## config.mk

```make
export PLATFORM = sky130hd
export DESIGN_NAME = rtxrd_read_port
export DESIGN_NICKNAME = d
export VERILOG_FILES = /design/src/rtl/rtxrd_pkg.sv /design/src/rtl/rtxrd_mode_latch.sv /design/src/rtl/rtxrd_ptr_ctrl.sv /design/src/rtl/rtxrd_out_reg.sv /design/src/rtl/rtxrd_read_port.sv
export SDC_FILE = /design/constraint.sdc
export NUM_CORES = 1
export LEC_CHECK = 0
export ABC_CLOCK_PERIOD_IN_PS = 2200
export BUFFER_PORTS_ARGS = -buffer_cell sky130_fd_sc_hd__buf_2
export CAP_MARGIN = 40
export CORE_AREA = 2 2 54 56
export CTS_CLUSTER_SIZE = 24
export DETAILED_ROUTE_END_ITERATION = 6
export DIE_AREA = 0 0 56 58
export GPL_TIMING_DRIVEN = 1
export PLACE_DENSITY = 0.76
export SLEW_MARGIN = 20
export SYNTH_ARGS = -nofsm -noshare
export SYNTH_HDL_FRONTEND = slang
export SYNTH_SLANG_ARGS = --single-unit
```

## constraint.sdc

```tcl
create_clock -name clk_rd -period 2.2 [get_ports clk_rd]
set_input_delay 0 -clock clk_rd [delete_from_list [all_inputs] [get_ports clk_rd]]
set_output_delay 0 -clock clk_rd [all_outputs]
set_load 0.01 [all_outputs]
```

## src/rtl/rtxrd_pkg.sv

```systemverilog
package rtxrd_pkg;

   typedef enum logic {
      LAT_ZERO   = 1'b0,
      LAT_NORMAL = 1'b1
   } lat_mode_e;

endpackage

```

## src/rtl/rtxrd_mode_latch.sv

```systemverilog
module rtxrd_mode_latch
   import rtxrd_pkg::*;
(
   input  logic      clk_rd,
   input  logic      mrst_n,
   input  logic      lat_strap,
   output lat_mode_e mode
);

   lat_mode_e mode_q;

   // Strap is captured on every clock edge while reset is held, frozen afterwards.
   always_ff @(posedge clk_rd) begin
      if (!mrst_n) mode_q <= lat_mode_e'(lat_strap);
   end

   assign mode = mode_q;

   p_mode_frozen_r2 : assert property (@(posedge clk_rd) disable iff (!mrst_n)
      mrst_n |=> $stable(mode_q));

endmodule

```

## src/rtl/rtxrd_ptr_ctrl.sv

```systemverilog
module rtxrd_ptr_ctrl #(
   parameter int ADDR_W = 4,
   localparam int PTR_W = ADDR_W + 1
) (
   input  logic              clk_rd,
   input  logic              mrst_n,
   input  logic              rtx_req,
   input  logic              rd_en,
   input  logic              zl_mode,
   input  logic [PTR_W-1:0]  wr_ptr,
   output logic [ADDR_W-1:0] rd_addr,
   output logic              empty,
   output logic              load_en
);

   localparam logic [PTR_W-1:0] PTR_ZERO = '0;
   localparam logic [PTR_W-1:0] PTR_ONE  = PTR_W'(1);

   logic [PTR_W-1:0] rd_ptr;
   logic [PTR_W-1:0] rd_ptr_nxt;
   logic             base_valid;

   assign base_valid = (wr_ptr != PTR_ZERO);
   assign empty      = (rd_ptr == wr_ptr);
   assign rd_addr    = rtx_req ? '0 : rd_ptr[ADDR_W-1:0];

   always_comb begin
      rd_ptr_nxt = rd_ptr;
      load_en    = 1'b0;
      if (rtx_req) begin
         if (zl_mode && base_valid) begin
            rd_ptr_nxt = PTR_ONE;
            load_en    = 1'b1;
         end else begin
            rd_ptr_nxt = PTR_ZERO;
         end
      end else if (rd_en && !empty) begin
         rd_ptr_nxt = rd_ptr + PTR_ONE;
         load_en    = 1'b1;
      end
   end

   always_ff @(posedge clk_rd or negedge mrst_n) begin
      if (!mrst_n) rd_ptr <= PTR_ZERO;
      else         rd_ptr <= rd_ptr_nxt;
   end

   p_rewind_normal_r5 : assert property (@(posedge clk_rd) disable iff (!mrst_n)
      (rtx_req && !zl_mode) |=> (rd_ptr == PTR_ZERO));

   p_rewind_zl_r6 : assert property (@(posedge clk_rd) disable iff (!mrst_n)
      (rtx_req && zl_mode && base_valid) |=> (rd_ptr == PTR_ONE));

   p_rewind_nodata_r10 : assert property (@(posedge clk_rd) disable iff (!mrst_n)
      (rtx_req && !base_valid) |=> (rd_ptr == PTR_ZERO));

   p_step_r3 : assert property (@(posedge clk_rd) disable iff (!mrst_n)
      (!rtx_req && rd_en && !empty) |=> (rd_ptr == $past(rd_ptr) + PTR_ONE));

   p_idle_empty_r4 : assert property (@(posedge clk_rd) disable iff (!mrst_n)
      (!rtx_req && rd_en && empty) |=> $stable(rd_ptr));

endmodule

```

## src/rtl/rtxrd_out_reg.sv

```systemverilog
module rtxrd_out_reg #(
   parameter int DATA_W = 18
) (
   input  logic              clk_rd,
   input  logic              mrst_n,
   input  logic              load_en,
   input  logic [DATA_W-1:0] mem_rdata,
   output logic [DATA_W-1:0] dout
);

   always_ff @(posedge clk_rd or negedge mrst_n) begin
      if (!mrst_n)      dout <= '0;
      else if (load_en) dout <= mem_rdata;
   end

   p_hold_r4 : assert property (@(posedge clk_rd) disable iff (!mrst_n)
      !load_en |=> $stable(dout));

endmodule

```

## src/rtl/rtxrd_read_port.sv

```systemverilog
module rtxrd_read_port
   import rtxrd_pkg::*;
#(
   parameter int ADDR_W = 4,
   parameter int DATA_W = 18,
   localparam int PTR_W = ADDR_W + 1
) (
   input  logic              clk_rd,
   input  logic              mrst_n,
   input  logic              lat_strap,
   input  logic              rd_en,
   input  logic              rtx_n,
   input  logic [PTR_W-1:0]  wr_ptr,
   input  logic [DATA_W-1:0] mem_rdata,
   output logic [ADDR_W-1:0] rd_addr,
   output logic [DATA_W-1:0] dout,
   output logic              empty
);

   if (ADDR_W < 1 || ADDR_W > 24) begin : g_bad_addr_w
      $error("rtxrd_read_port: ADDR_W out of range");
   end
   if (DATA_W < 1) begin : g_bad_data_w
      $error("rtxrd_read_port: DATA_W must be positive");
   end

   lat_mode_e mode;
   logic      zl_mode;
   logic      rtx_req;
   logic      load_en;

   assign rtx_req = ~rtx_n;
   assign zl_mode = (mode == LAT_ZERO);

   rtxrd_mode_latch u_mode (
      .clk_rd    (clk_rd),
      .mrst_n    (mrst_n),
      .lat_strap (lat_strap),
      .mode      (mode)
   );

   rtxrd_ptr_ctrl #(.ADDR_W(ADDR_W)) u_ptr (
      .clk_rd  (clk_rd),
      .mrst_n  (mrst_n),
      .rtx_req (rtx_req),
      .rd_en   (rd_en),
      .zl_mode (zl_mode),
      .wr_ptr  (wr_ptr),
      .rd_addr (rd_addr),
      .empty   (empty),
      .load_en (load_en)
   );

   rtxrd_out_reg #(.DATA_W(DATA_W)) u_out (
      .clk_rd    (clk_rd),
      .mrst_n    (mrst_n),
      .load_en   (load_en),
      .mem_rdata (mem_rdata),
      .dout      (dout)
   );

   p_rewind_hold_r7 : assert property (@(posedge clk_rd) disable iff (!mrst_n)
      (!rtx_n && mode == LAT_NORMAL) |=> $stable(dout));

   p_rewind_load_r6 : assert property (@(posedge clk_rd) disable iff (!mrst_n)
      (!rtx_n && mode == LAT_ZERO && wr_ptr != '0) |=> (dout == $past(mem_rdata)));

   p_rewind_nonempty_r9 : assert property (@(posedge clk_rd) disable iff (!mrst_n)
      (!rtx_n && mode == LAT_NORMAL && $stable(wr_ptr) && wr_ptr != '0)
         |=> (!empty || wr_ptr != $past(wr_ptr)));

endmodule

```

==> results.md, run 1 <==
- Crit path launch type: flip-flop
- Post-CTS setup buffers: 0
- Setup crit end kind: flip-flop
- Clk buf depth: 2
- Final worst path period need: 1.801 ns
- Worst Path Arrival: 2.00 ns
- Mapped cell area: 1182 um^2
- Post-Syn Instances: 89
- Synth Register Bits: 24
- Skew-Pair Late Insertion Delay: 0.30 ns
- Hold_ws: 0.03827 ns
- Syn Nets: 118
- DRT Pass-1 Iters: 4
- CTS Buf Count: 3
- Worst hold path type: input port to flip-flop
- Crit Path Class: flip-flop to flip-flop
- Final period utilization: 81.86%
- Clock sink total: 24
- Die X: 56 um
- Worst VDD drop: 0.0004571 V
- CTS tree: done
- Wire length on met2: 1.348 mm
- Switching share of power: 25.67%
- Iter 0 DRT Violations: 22
- Critical Path Fanout Max: 18
- Leak Pwr: 0.8362 nW
- Commonest cells after routing, fill and taps aside: buf_2, dfrtp_1, dlygate4sd3_1
- Gp weighted congestion: 0.8163
- Pin count of the biggest net entering global routing: 25
- Initial Util: 44.41%
- Worst Setup Slack, final: 0.3992 ns
- CP Data Required Time: 2.40 ns
- Antenna Violating Nets Remaining: 0
- Number of global-route vias before repair: 954
- Clock transition at path regs: 0.13 ns
- DRC viols: 0
- Routed vias: 940
- Max Fclk: 555.3 MHz
- Combinational share of power: 26.8%
- Rows: 19
- Clock Skew: 0.006548 ns
- Clock power frac: 26.4%
- Area after DPL: 1451 um^2
- Nets: 191
- Uppermost routed layer: met4
- Initial antenna violation count: 0
- Power, Total: 1.160 mW
- Syn Area/Cell: 13.29 um^2
- Outcome: finished, final reports clean
- Slew margin rel.: 65.37%
- Drt total wl: 2.703 mm
- Clock root cell: clkbuf_4
- Detailed Place HPWL: 1.795 mm
- Final setup fails: 0
- Port bufs: 50
- RSZ-0062 raised after global routing: no
- IO Pins: 51
- ANT cells: 0
- Internal power: 0.8625 mW
- Yosys warnings: 0
- CTS-repair resized insts: 0
- Met3 routed WL: 176 um
- Core area: 2663 um^2
- Die area: 3248 um^2
- PwrDens: 680.8 nW/um^2
- Setup_tns: 0 ns
- Max-slew violation count: 0
- Synth-to-layout area growth: 44.13%
- GR Overflow Total: 0
- Layout cell share with drive strength beyond 1: 49.07%
- Sequential power share: 46.8%
- Final Hold Fails: 0
- Total track usage: 17.39%
- Die Height: 58 um
- Commonest non-fill, non-tap cell in the layout: buf_2
- WL per Instance: 14.08 um
- Sequential cell area fraction in the yosys report: 51.22%
- Vias per inst: 4.896
- Unique cell type count in the Yosys netlist: 29
- Wire length of the first global-routing pass: 4.367 mm
- H-Tree Depth: 1
- MaxCap Viol Count: 0
- Switching Power: 0.2978 mW
- Measured slew at the worst slew-check pin: 0.5194 ns
- Wl on met1: 1.143 mm
- Fin area: 1704 um^2
- Setup WS pre-CTS: 0.4198 ns
-- path summary, 6_finish.rpt --
| path | start | end | slack (ns) | depth (start not counted) |
|---|---|---|---|---|
| setup / recovery | u_ptr.rd_ptr[0] | u_out.dout[6] | 0.40 | 5 |
| hold / removal | rd_en | u_ptr.rd_ptr[0] | 0.04 | 3 |
| setup reg to reg | u_ptr.rd_ptr[0] | u_out.dout[6] | 0.40 | 5 |
| hold reg to reg | u_out.dout[5] | u_out.dout[5] | 0.52 | 1 |
| max in group asynchronous | mrst_n | u_ptr.rd_ptr[1] | 1.65 | 2 |
| min in group asynchronous | mrst_n | u_out.dout[7] | 0.20 | 2 |
-- cell type report --
cell class	instances	area, um^2
clock buffer	3	22.52
clock inverter	1	30.03
fill	210	958.4
inverter	4	15.01
multi-input combinational	58	534.3
sequential	24	605.6
tap	31	38.79
timing repair buffer	71	457.9
-- flip-flops by register name, indices dropped and copies added, names as in the netlist --
name	flops
u_ptr.rd_ptr	5
u_mode.mode	1
u_out.dout	18
-- synthesized netlist by cell type --
master     n  area share, %
a211oi_2   1            1.1
a21oi_1    5            2.1
a31oi_1    1           0.53
and2_0     1           0.53
and2_1     4            2.1
and3_2     1           0.64
buf_12     1            1.7
clkbuf_1   2           0.64
dfrtp_1   23             49
edfxtp_1   1            2.5
ha_1       1            1.1
inv_1      4            1.3
mux2_2     9            8.6
mux2_4    10             13
mux2i_1    2            1.7
nand2_1    4            1.3
nand2b_1   1           0.53
nand3_1    2           0.85
nand3b_1   1           0.64
nand4_1    2            1.1
nand4b_1   1           0.74
nor2_1     1           0.32
nor2b_1    1           0.53
nor3_2     1           0.85
nor3_4     1            1.4
o211ai_1   2            1.3
o21ai_0    1           0.42
xnor2_1    4            3.0
xnor2_2    1            1.4
-- critical path, stage by stage (launching register included) --
cell,delay [ns]
dfrtp_1,0.45
xnor2_1,0.23
a31oi_1,0.16
nor3_4,0.17
buf_4,0.30
mux2_2,0.38
-- power groups by stage --
stage                     Combinational (mW)  Clock (mW)  Sequential [mW]
after floorplan                        0.148           0            0.572
after global placement                 0.274           0            0.546
after detailed placement               0.284           0            0.548
after CTS                              0.310       0.322            0.542
after global routing                   0.336       0.328            0.551
final                                  0.310       0.307            0.543
-- routing by layer --
layer  GRT usage [%]  vias up
met1           22.85      435
met3           3.125        4
met2           28.91       44
met5               0        -
met4           6.803        0
li1                -      457
-- stage by stage --
step	utilization, %	cells
final	64.00	192
after global routing	64.00	192
after CTS	64.00	192
after detailed placement	54.51	168
after global placement	54.51	168
after floorplan	-	89
-- logic make-up (layout without fill, tap and decap cells) --
kind of cell,count (synthesis),in the layout,synth area share [%]
simple gates,21,21,11.43
buf+inv,7,79,3.598
fa+ha+maj,1,1,1.058
flops,24,24,51.22
mux,21,21,22.96
compound gates,10,10,5.396
xor+xnor,5,5,4.339
-- timing repair --
action	in CTS	in global routing
endpoints found under the hold margin	42	0
endpoints found under the setup margin	0	0
hold buffers	20	0
Note: power is estimated with default switching activity, not from simulation.
==> inputs of run 2 (changes only) <==
ABC_CLOCK_PERIOD_IN_PS = 1800   (was 2200)
clock period = 1.8 ns   (was 2.2 ns; I/O delays follow)
==> run 2 against run 1 <==
Against the previous run: critical path depth fell by 1; first-iteration DRC count fell by 18%; clock power fell by 23%; worst setup slack got worse by 0.27 ns; final area fell by 0.37%; clock skew rose by 0.0019 ns.
==> results.md, run 2 (same netlist as run 1, synthesis figures left out) <==
- Rows: 19 (unchanged)
- Post-CTS setup buffers: 0 (unchanged)
- Iter 0 DRT Violations: 18 (-18%)
- Pin count of the biggest net entering global routing: 24 (-4.0%)
- Worst VDD drop: 0.0005962 V (+30%)
- Commonest cells after routing, fill and taps aside: buf_2, dfrtp_1, dlygate4sd3_1
- Final Hold Fails: 0 (unchanged)
- Core area: 2663 um^2 (unchanged)
- DRC viols: 0 (unchanged)
- Gp weighted congestion: 0.7960 (-2.5%)
- ANT cells: 0 (unchanged)
- Measured slew at the worst slew-check pin: 0.3336 ns (-0.1859 ns)
- Clock transition at path regs: 0.12 ns (about the same)
- Routed vias: 970 (+3.2%)
- Final worst path period need: 1.675 ns
- MaxCap Viol Count: 0 (unchanged)
- Initial Util: 44.41% (unchanged)
- Synth-to-layout area growth: 43.60%
- Final period utilization: 93.06%
- Detailed Place HPWL: 1.797 mm (+0.11%)
- Setup WS pre-CTS: 0.1478 ns (-0.2720 ns)
- Total track usage: 17.58% (+0.19 points)
- Initial antenna violation count: 0 (unchanged)
- DRT Pass-1 Iters: 4 (unchanged)
- Skew-Pair Late Insertion Delay: 0.31 ns (about the same)
- Most flops, register: u_out.dout
- Crit path launch type: flip-flop
- H-Tree Depth: 1 (unchanged)
- Leak Pwr: 0.8326 nW (-0.43%)
- Max Fclk: 597.0 MHz
- CTS Buf Count: 3 (unchanged)
- RSZ-0062 raised after global routing: no
- Nets: 192 (+0.52%)
- Final setup fails: 0 (unchanged)
- Setup_tns: 0 ns (unchanged)
- Number of global-route vias before repair: 1002 (+5.0%)
- PwrDens: 757.9 nW/um^2 (+11%)
- Commonest non-fill, non-tap cell in the layout: buf_2
- Drt total wl: 2.560 mm (-5.3%)
- Layout cell share with drive strength beyond 1: 48.77% (-0.30 points)
- Clock sink total: 24 (unchanged)
- Port bufs: 50 (unchanged)
- Worst hold path type: input port to flip-flop
- Clock root cell: clkbuf_4
- Clk buf depth: 2 (unchanged)
- Antenna Violating Nets Remaining: 0 (unchanged)
- Worst Setup Slack, final: 0.1249 ns (-0.2743 ns)
- Crit Path Class: flip-flop to primary output
- Wire length of the first global-routing pass: 4.429 mm (+1.4%)
- Clock Skew: 0.008440 ns (+0.001892 ns)
- CTS-repair resized insts: 0 (unchanged)
- Outcome: finished, final reports clean
- Critical Path Fanout Max: 6 (-12)
- Vias per inst: 5.026 (+2.7%)
- WL per Instance: 13.26 um (-5.8%)
- IO Pins: 51 (unchanged)
- Max-slew violation count: 0 (unchanged)
- Slew margin rel.: 77.72% (+12 points)
- Die area: 3248 um^2 (unchanged)
- CP Data Required Time: 1.80 ns (-0.60 ns)
- CTS tree: done
- GR Overflow Total: 0 (unchanged)
- Die X: 56 um (unchanged)
- Setup crit end kind: primary output
- Final core occ: 63.77% (-0.23 points)
- Max reg flops: 18 (unchanged)
- Worst Path Arrival: 1.68 ns (-0.32 ns)
- Die Height: 58 um (unchanged)
-- run 2: cell count changes in the layout (fill, tap and decap cells not counted), sizes merged --
| cell | before | now |
|---|---|---|
| bufinv | 1 | 0 |
| clkbuf | 3 | 4 |
| buf | 51 | 52 |
-- run 2: through the flow --
step | area, um^2 | hold WS (ns) | total power [mW] | std cells
detailed placement | 1471 | 0.02069 | 1.025 | 169
global route | 1698 | 0.03003 | 1.359 | 193
global placement | 1471 | 0.01215 | 1.012 | 169
CTS | 1698 | 0.01852 | 1.294 | 193
finish | 1698 | 0.02248 | 1.287 | 193
floorplan | 1182 | -0.2956 | 0.8804 | 89
-- run 2: layout make-up --
class | instances | area [um^2]
repair buffers | 72 | 478.0
inverters | 4 | 15.01
well taps | 31 | 38.79
fillers | 198 | 964.7
clock buffers | 4 | 26.28
multi-input cells | 58 | 534.3
flip-flops and latches | 24 | 605.6
-- run 2: critical path, cell delays in order, from the launching register on --
cell and delay, ns:
dfrtp_1 0.45, xnor2_1 0.23, and2_0 0.32, and2_1 0.23, buf_2 0.15
-- run 2: path summary, 6_finish.rpt --
check	start	to	slack, ns	depth (start not counted)
worst min register to register	u_out.dout[0]	u_out.dout[0]	0.52	1
worst max register to register	u_ptr.rd_ptr[1]	u_out.dout[2]	0.14	5
min in group asynchronous	mrst_n	u_out.dout[16]	0.20	3
max in group asynchronous	mrst_n	u_out.dout[8]	1.37	3
worst min-delay path	rtx_n	u_ptr.rd_ptr[4]	0.02	3
worst max-delay path	u_ptr.rd_ptr[2]	empty	0.12	4
-- run 2: report_power, final --
part,switching [mW],total (mW),internal [mW]
sequential,0.0471,0.663,0.616
combinational,0.166,0.387,0.221
clock,0.150,0.237,0.0866
total,0.363,1.29,0.924
-- run 2: layer usage --
metal / global-route usage, % / vias up / part of all wire (%)
li1: - / 457 / -
met1: 23.31 / 463 / 44
met2: 28.91 / 45 / 50
met3: 2.232 / 5 / 4.9
met4: 8.503 / 0 / 1.7
met5: 0 / - / 0
-- run 2: repair_timing --
item                                   4_1_cts  5_1_grt
hold buffers                                20        0
endpoints found under the hold margin       43        0
setup endpoints to repair                    0        0
==> inputs of run 3 (changes only) <==
CAP_MARGIN = not set   (was 40)
CORE_AREA = 2 2 58 60   (was 2 2 54 56)
DIE_AREA = 0 0 60 62   (was 0 0 56 58)
PLACE_DENSITY = 0.67   (was 0.76)
==> run 3 against run 2 <==
Against the previous run: count of clock-buffer cells in the layout down 1; non-clock buffer count unchanged; total power increased by 11%; global-route usage shrank 2.4 points; clock skew fell by 0.0014 ns; routed wire length is 0.90% lower; register-to-register slack hardly changed; utilization shrank 8.7 points; hold slack gained 0.0080 ns; fmax is 0.35% higher; die area up 15%; largest cell class unchanged; highest routed layer is now met3.
==> results.md, run 3 (same netlist as run 1, synthesis figures left out) <==
- Outcome: finished, final reports clean
- Area after DPL: 1490 um^2 (+1.3%)
- Crit Reg-Reg Startpoint: u_ptr.rd_ptr[0]
- Hold_ws: 0.03053 ns (+0.008048 ns)
- Commonest cells after routing, fill and taps aside: buf_2, dfrtp_1, dlygate4sd3_1
- CTS tree: done
- MaxCap Viol Count: 0 (unchanged)
- Die X: 60 um (+7.1%)
- Gp weighted congestion: 0.8832 (+11%)
- Max Fclk: 599.0 MHz (+0.35%)
- Crit path launch type: flip-flop
- Initial antenna violation count: 0 (unchanged)
- Wire length of the first global-routing pass: 4.264 mm (-3.7%)
- PwrDens: 819.0 nW/um^2 (+8.1%)
- Port bufs: 50 (unchanged)
- Switching share of power: 25.76% (-2.4 points)
- Number of global-route vias before repair: 1006 (+0.40%)
- Combinational share of power: 27.2% (-2.8 points)
- Inst Count DP: 184 (+8.9%)
- Worst Path Buf+Inv: 1 (unchanged)
- Crit Path Class: flip-flop to flip-flop
- Worst Path Arrival: 1.88 ns (+0.20 ns)
- Reg2reg setup slack: 0.13 ns (about the same)
- Clock transition at path regs: 0.13 ns (about the same)
- Setup crit end: u_out.dout[1]
- IO Pins: 51 (unchanged)
- Worst r2r dst: u_out.dout[1]
- Clock Skew: 0.007008 ns (-0.001432 ns)
- Nets: 192 (unchanged)
- Most flops, register: u_out.dout
- Max reg flops: 18 (unchanged)
- Commonest non-fill, non-tap cell in the layout: buf_2
- Synth-to-layout area growth: 48.04%
- CP Data Required Time: 2.01 ns (+0.21 ns)
- Critical Path Fanout Max: 18 (+12)
- Final Hold Fails: 0 (unchanged)
- DRT Pass-1 Iters: 4 (unchanged)
- Clock sink total: 24 (unchanged)
- Setup crit end kind: flip-flop
- Clk buf depth: 2 (unchanged)
- Post-CTS setup buffers: 0 (unchanged)
- Iter 0 DRT Violations: 84 (+66)
- DRC viols: 0 (unchanged)
- Clock root cell: clkbuf_4
- H-Tree Depth: 1 (unchanged)
- Drt total wl: 2.537 mm (-0.90%)
- CTS Buf Count: 3 (unchanged)
- Leak Pwr: 0.8510 nW (+2.2%)
- Worst VDD drop: 0.0004614 V (-23%)
- RSZ-0062 raised after global routing: no
- Antenna Violating Nets Remaining: 0 (unchanged)
- Switching Power: 0.3693 mW (+1.8%)
- Die Height: 62 um (+6.9%)
- Worst hold path type: input port to flip-flop
- CP delay by family, top: flip-flops
- CP max-delay cell: dfrtp_1
- Layout cell share with drive strength beyond 1: 50.00% (+1.2 points)
- Worst path depth: 5 (+1)
- WL per Instance: 12.20 um (-8.0%)
- Core area: 3179 um^2 (+19%)
- Final period utilization: 92.74% (-0.32 points)
- Die area: 3720 um^2 (+15%)
- Layout Cells excl Fill: 208 (+7.8%)
- Routed vias: 962 (-0.82%)
- Fin area: 1750 um^2 (+3.1%)
- Max-slew violation count: 0 (unchanged)
- Detailed Place HPWL: 1.817 mm (+1.1%)
- FF-to-FF path depth: 5 (unchanged)
- Internal power: 1.064 mW (+15%)
- Final worst path period need: 1.669 ns (-0.005794 ns)
- ANT cells: 0 (unchanged)
- Sequential power share: 46.2% (-5.4 points)
- Crit. Startpoint: u_ptr.rd_ptr[0]
- Total track usage: 15.16% (-2.4 points)
- Slew margin rel.: 78.02% (+0.29 points)
- Setup_tns: 0 ns (unchanged)
- Largest stage delay on the critical path: 0.46 ns (about the same)
- FILL cells: 274 (+38%)
- Rows: 21 (+2)
- GR Overflow Total: 0 (unchanged)
- Final setup fails: 0 (unchanged)
- Initial Util: 37.19% (-7.2 points)
- Pin count of the biggest net entering global routing: 24 (unchanged)
- Measured slew at the worst slew-check pin: 0.3292 ns (-0.004401 ns)
- Worst-path cell chain: xnor2_2, a31oi_1, nor3_4, buf_12, mux2_2
- Clock power frac: 26.6% (+8.2 points)
- Vias per inst: 4.625 (-8.0%)
- Skew-Pair Late Insertion Delay: 0.31 ns (about the same)
## run 3: cell types whose count changed in the layout (fill, tap and decap cells not counted), sizes merged
cell / previous run / this run
bufinv: 0 / 1
clkbuf: 4 / 3
## run 3: layer usage
layer	vias to the layer above	global-route usage (%)	part of all wire, %
li1	455	-	-
met5	-	0	0
met3	0	2.070	6.4
met1	461	19.82	44
met4	0	5.714	0
met2	46	25.78	50
## run 3: worst reg2reg max path: cells and delay by family (launching register included)
kind | cells | cell delay, ns
buf+inv | 1 | 0.20
simple gates | 1 | 0.22
flops | 1 | 0.46
xor+xnor | 1 | 0.17
compound gates | 1 | 0.16
mux | 1 | 0.36
## run 3: cell type report
cell class	instances	area (um^2)	share of cell area [%]
Sequential cell	24	605.6	34.60
Multi-Input combinational cell	58	541.8	30.95
Timing Repair Buffer	72	478.0	27.31
Tap cell	46	57.56	3.288
Clock inverter	1	30.03	1.716
Clock buffer	3	22.52	1.287
Inverter	4	15.01	0.8578
## run 3: how the worst min path moves through the flow
stage | startpoint | end | slack (ns) | cells after the start
after floorplan | mrst_n | u_out.dout[0] | -0.30 | 0
after global placement | mrst_n | u_out.dout[0] | 0.02 | 2
after detailed placement | mrst_n | u_out.dout[3] | 0.02 | 2
after CTS | rtx_n | u_ptr.rd_ptr[4] | 0.02 | 3
after global routing | rtx_n | u_ptr.rd_ptr[4] | 0.04 | 3
final | rtx_n | u_ptr.rd_ptr[4] | 0.03 | 3
## run 3: power groups by stage
stage	clock network (mW)	registers (mW)	logic, mW
2_1_floorplan	0	0.699	0.181
3_3_place_gp	0	0.669	0.347
3_5_place_dp	0	0.668	0.356
4_1_cts	0.393	0.661	0.390
5_1_grt	0.406	0.674	0.427
6_report	0.381	0.663	0.390
## run 3: repair_timing
item | 4_1_cts | 5_1_grt
hold buffers | 20 | 0
endpoints found under the setup margin | 0 | 12
hold endpoints to repair | 43 | 0
gates resized for setup | 0 | 1
## run 3: per-stage QoR
stage | power [mW] | setup slack [ns] | util (%)
after floorplan | 0.8804 | 0.09641 | -
after global placement | 1.016 | 0.1982 | 46.87
after detailed placement | 1.025 | 0.1296 | 46.87
after CTS | 1.443 | 0.1035 | 54.82
after global routing | 1.507 | 0.02379 | 55.06
final | 1.434 | 0.1307 | 55.06
